## src/rtl/pirq_router.sv

```systemverilog
module pirq_router #(
  parameter int SLOTS = 32,
  parameter int PINS  = 4,
  parameter int NIRQ  = 16,
  parameter int RW    = 8
) (
  input  logic                  clk,
  input  logic                  rst_n,
  input  logic [SLOTS*PINS-1:0] dev_pin_lvl,
  input  logic                  rt_wr_en,
  input  logic [1:0]            rt_wr_sel,
  input  logic [RW-1:0]         rt_wr_data,
  output logic [NIRQ-1:0]       legacy_irq
);
  localparam int LINES = 4;

  function automatic logic [1:0] pick_line(int slot, int pin);
    if (slot == 10)                  return 2'd3;
    else if (slot == 11)             return 2'd1;
    else if (slot == 12)             return 2'd2;
    else if (slot >= 18 && slot <= 21) return 2'((slot - 18 + pin) % LINES);
    else                             return 2'(pin % LINES);
  endfunction

  logic [LINES-1:0][RW-1:0] route_q;
  logic [LINES-1:0]         line_lvl;

  always_ff @(posedge clk or negedge rst_n) begin
    if (!rst_n) begin
      route_q[0] <= RW'(10);
      route_q[1] <= RW'(10);
      route_q[2] <= RW'(11);
      route_q[3] <= RW'(11);
    end else if (rt_wr_en) begin
      route_q[rt_wr_sel] <= rt_wr_data;
    end
  end

  always_comb begin
    line_lvl = '0;
    for (int s = 0; s < SLOTS; s++)
      for (int p = 0; p < PINS; p++)
        if (dev_pin_lvl[s*PINS+p]) line_lvl[pick_line(s, p)] = 1'b1;
  end

  always_comb begin
    legacy_irq = '0;
    for (int k = 0; k < NIRQ; k++)
      for (int l = 0; l < LINES; l++)
        if (line_lvl[l] && route_q[l] == RW'(k)) legacy_irq[k] = 1'b1;
  end
endmodule


```

## config.mk

```make
export PLATFORM = sky130hd
export DESIGN_NAME = pirq_router
export DESIGN_NICKNAME = d
export VERILOG_FILES = /design/src/rtl/pirq_router.sv
export SDC_FILE = /design/constraint.sdc
export NUM_CORES = 1
export LEC_CHECK = 0
export ABC_AREA = 1
export BUFFER_PORTS_ARGS = -buffer_cell sky130_fd_sc_hd__buf_4
export CORE_MARGIN = 1
export CORE_UTILIZATION = 41
export DETAILED_ROUTE_END_ITERATION = 16
export GPL_TIMING_DRIVEN = 0
export PLACE_DENSITY = 0.78
export SKIP_LAST_GASP = 1
export SLEW_MARGIN = 10
export SYNTH_ARGS = -nofsm -noshare
export SYNTH_HDL_FRONTEND = slang
export SYNTH_SLANG_ARGS = --single-unit
```

## constraint.sdc

```tcl
create_clock -name clk -period 1.4 [get_ports clk]
set_clock_uncertainty 0.05 [all_clocks]
set_input_delay 0.28 -clock clk [delete_from_list [all_inputs] [get_ports clk]]
set_output_delay 0.28 -clock clk [all_outputs]
set_load 0.05 [all_outputs]
```

Yosys cells after proc, flatten, opt, wreduce, memory -nomap -nowiden:

Cells that the tools add are included.

* word-level logic and storage cells: 1225
* register bits: 32
* output and inout port bits: 16
* input bits: 141

* equality and inequality tests: 60
* magnitude comparators: 258
* multiplexer cells: 579
* bitwise gates (word level): 127
* reductions and logical operators: 197

Operator list (count)
* $mux 4: 128
* $or 4x4->4: 127
* $lt 2x3->1 const B: 129
* $ge 2x1->1 const B: 129
* $demux 1 s2: 128
* $eq 8x4->1 const B: 32
* $mux 2: 128
* $logic_and 1x1->1: 193
* $mux 1: 192
* $eq 8x3->1 const B: 16
* $eq 8x2->1 const B: 8
* $bwmux 32: 1
* $eq 8x1->1 const B: 4
* $logic_not 8->1: 4
* $demux 8 s2: 1
* $mux 8: 1

Depth between registers and ports, before layout:

* depth after elaboration: 265
* gate-level depth with buffers: 10

Worst setup path after synthesis:

OpenSTA, ideal clock, no wires.

* path type: register to output
* from: register route_q[17] (netlist bit)
* to: output legacy_irq[2]
* slack: -0.372 ns
* data arrival time: 1.442 ns
* stages on the path, launching flop included: 7
* cells stage by stage: dfstp_2 -> inv_2 -> nor3_1 -> nand2_1 -> nor2_1 -> nor2_2 -> nand2_1

* longest elaborated chain between the ends: 4

Ends and longest elaborated chain
* from (decl): line 25 `logic [LINES-1:0][RW-1:0] route_q;`
* from (signal, indexed assignment): line 35 `route_q[rt_wr_sel] <= rt_wr_data;`
* $eq 8x2->1: line 50 `if (line_lvl[l] && route_q[l] == RW'(k)) legacy_irq[k] = 1'b1;`
* $logic_and 1x1->1: line 50
* $mux 1 (2 in a row): line 50
* to (decl): line 13 `output logic [NIRQ-1:0] legacy_irq`

No other way between the ends.

Worst setup path after layout:

* from: register route_q[7] (netlist bit)
* to: output legacy_irq[13]

* longest elaborated chain between the ends: 6

Ends and longest elaborated chain (line)
* $eq 8x4->1: 50
* $logic_and 1x1->1: 50
* $mux 1 (4 in a row): 50

No other way between the ends.

==> qor.yml <==
gp_congestion: 0.946
drt-initial-drc-count: 210
clockRootBuffer: "clkbuf_8"
rr_worst_depth: 3
rsz0062_at_grt: "yes"
postLayoutCellArea_um2: 4700
cts_tree: "built"
drc: 0
worst_pin_slew_ns: 0.386
mostFrequentLayoutCell: "nor2_1"
dr.pass1.iters: 5
grt_remaining_overflow: 0
synth_top_area_share: 0.247
critPathCaptureType: "output pin"
grt_pass1_wl_um: 14700
synth-simple-area-share: 0.577
synth_cells: 512
synthAdderAreaFrac: 0
syn-cell-area_um2: 2860
outcome: "complete, but fails checks"
antenna_found_initial: 0
timing.rr.start: "route_q[17]$_DFFE_PN1P_"
crit_type: "flip-flop to output pin"
core_um2: 6760
maxSlewHeadroom: 0.742
endpoint: "legacy_irq[13]"
synth_area_leaders: "nor2_1 25%, dfrtp_1 19%, nand2_1 19%"
synth_top_family_by_area: "simple AND/OR/NAND/NOR gates"
slowest_delay_ns: 0.38
synthMuxAreaShare: 0
start_util: 0.423
port_buffers: 156
cts_sinks: 32
grt_max_degree: 33
cp.buffers_inverters: 1
cp.required_ns: 1.07
path_cells: "nor2_2 > nand2_4 > nor2_1 > nand2_1 > nor2_1 > nor2_1 > nand2_2 > buf_8"
die_area_um2: 7310
worstPathMaxFanout: 5
diodes: 0
synth_seq_area_share: 0.284
nNetsFinal: 831
drv_cap: 0
cp.depth: 8
ir_worst_vdd_uv: 910
cpMostUsedCell: "nor2_1"
clock_path_buffers: 2
grt_pass1_vias: 3445
setup_viol: 16
synth_seq_cells: 32
violations: "negative setup slack"
r2r_end: "route_q[17]$_DFFE_PN1P_"
io_pins: 157
drtAntennaViolNets: 0
grt_use_total: 0.250
drt_wl_total_um: 9600
critPathArrivalTime_ns: 1.73
cpMaxStageDelayCell: "dfrtp_1"
clkTransAtPathRegs_ns: 0.07
place_hpwl_um: 7470
synth_xor_area_frac: 0
instances_no_fill: 771
via_per_inst: 4.96
reg2reg_slack_ns: 0.42
area_growth_pct: 64.5
routedWlPerCell_um: 12.4
yosysUniqueCellTypes: 21
row_count: 30
dieHeight_um: 85.5
drive_above_1_share: 0.392
cts_buffers: 5
critPathTopFamily: "simple AND/OR/NAND/NOR gates"
largest-register: "route_q"
clk-insertion-delay-late_ns: 0.29
synth_nets: 653
yosys.area.top_type: "nor2_1"
hold_class: "input pin to flip-flop"
slew_viol_final: 0
via_count: 3823
final_cell_mix: "167 x nor2_1, 156 x buf_4, 123 x nand2_1"
min_period_ns: 2.06
die_width_um: 85.5
worstSetupStartpointType: "flip-flop"
leakage_nw: 2.31
setup_slack_ns: -0.663
cts_htree_levels: 2
place_inst: 748
power_density_nw_per_um2: 766
fmax_ghz: 0.485
fillers: 614
reg_top3: "route_q x32"
largest_reg_flops: 32
synth_compound_area_frac: 0.0613
finalCritPeriodShare: 1.47
startpoint: "route_q[7]$_DFFE_PN0P_"
ys_warn_count: 0
hold_viol_final: 0
syn_area_per_cell_um2: 5.58
place_area_um2: 4170
## where the power goes
part           switching, mW  internal [mW]  leakage [nW]
sequential             0.157           1.11         0.378
clock                  0.336          0.391        0.0510
combinational          0.923          0.684          1.88
total                   1.42           2.19          2.31
## routing by layer
layer,part of all wire,global-route usage
met1,0.37,0.262
met2,0.52,0.485
met3,0.074,0.0404
met4,0.041,0.115
met5,0,0
## worst min-delay path by stage
stage,startpoint,endpoint,slack [ns],cells after the start
floorplan,rst_n,route_q[0]$_DFFE_PN0P_,-0.07,0
global placement,rst_n,route_q[30]$_DFFE_PN0P_,0.18,1
detailed placement,rst_n,route_q[31]$_DFFE_PN0P_,0.19,1
CTS,rt_wr_data[1],route_q[1]$_DFFE_PN1P_,0.26,3
global route,rt_wr_data[1],route_q[9]$_DFFE_PN1P_,0.27,3
finish,rt_wr_data[0],route_q[16]$_DFFE_PN1P_,0.26,3
## synthesized netlist by cell type
library cell / count
and2_0: 1
and2_1: 1
buf_6: 4
clkbuf_1: 4
dfrtp_1: 22
dfstp_2: 10
inv_1: 38
inv_2: 5
nand2_1: 143
nand3_1: 25
nand3_2: 3
nand3b_1: 1
nand4_1: 2
nor2_1: 188
nor2_2: 7
nor2_4: 4
nor3_1: 11
nor3_2: 5
o21ai_0: 32
o21bai_1: 2
or2_0: 4
## layout make-up
class / count / area (um2) / share of cell area
flip-flops and latches: 32 / 815 / 0.173
inverters: 43 / 161 / 0.0343
repair buffers: 171 / 1370 / 0.291
well taps: 80 / 100 / 0.0213
clock buffers: 6 / 82.6 / 0.0176
multi-input cells: 429 / 2100 / 0.448
plain buffers: 8 / 60.1 / 0.0128
clock inverters: 2 / 10.0 / 0.00213
## through the flow
stage	util	setup TNS [ns]	hold WS, ns	setup slack [ns]	power (mW)
4_1_cts	0.670	-9.85	0.261	-0.653	3.44
6_report	0.696	-9.60	0.263	-0.663	3.60
2_1_floorplan	-	-3.93	-0.0656	-0.252	1.94
5_1_grt	0.696	-11.24	0.273	-0.747	3.80
3_5_place_dp	0.617	-8.67	0.185	-0.567	2.51
3_3_place_gp	0.617	-8.37	0.175	-0.558	2.46
## logic make-up after synthesis
logic type      count (synthesis)
simple gates                  395
buf+inv                        51
compound gates                 34
flops                          32
## worst register-to-register path, stage by stage (launching register included)
cell and delay, ns:
dfstp_2 0.54, buf_4 0.15, nand2_1 0.05, o21ai_0 0.10
## what timing repair did
item / CTS / global route
gates resized for setup: 46 / 36
hold buffers: 1 / 0
buffers inserted: 8 / 6
hold endpoints to repair: 22 / 0
endpoints found under the setup margin: 16 / 16
pin swaps: 17 / 18
Power figures use the tool's default switching activity.
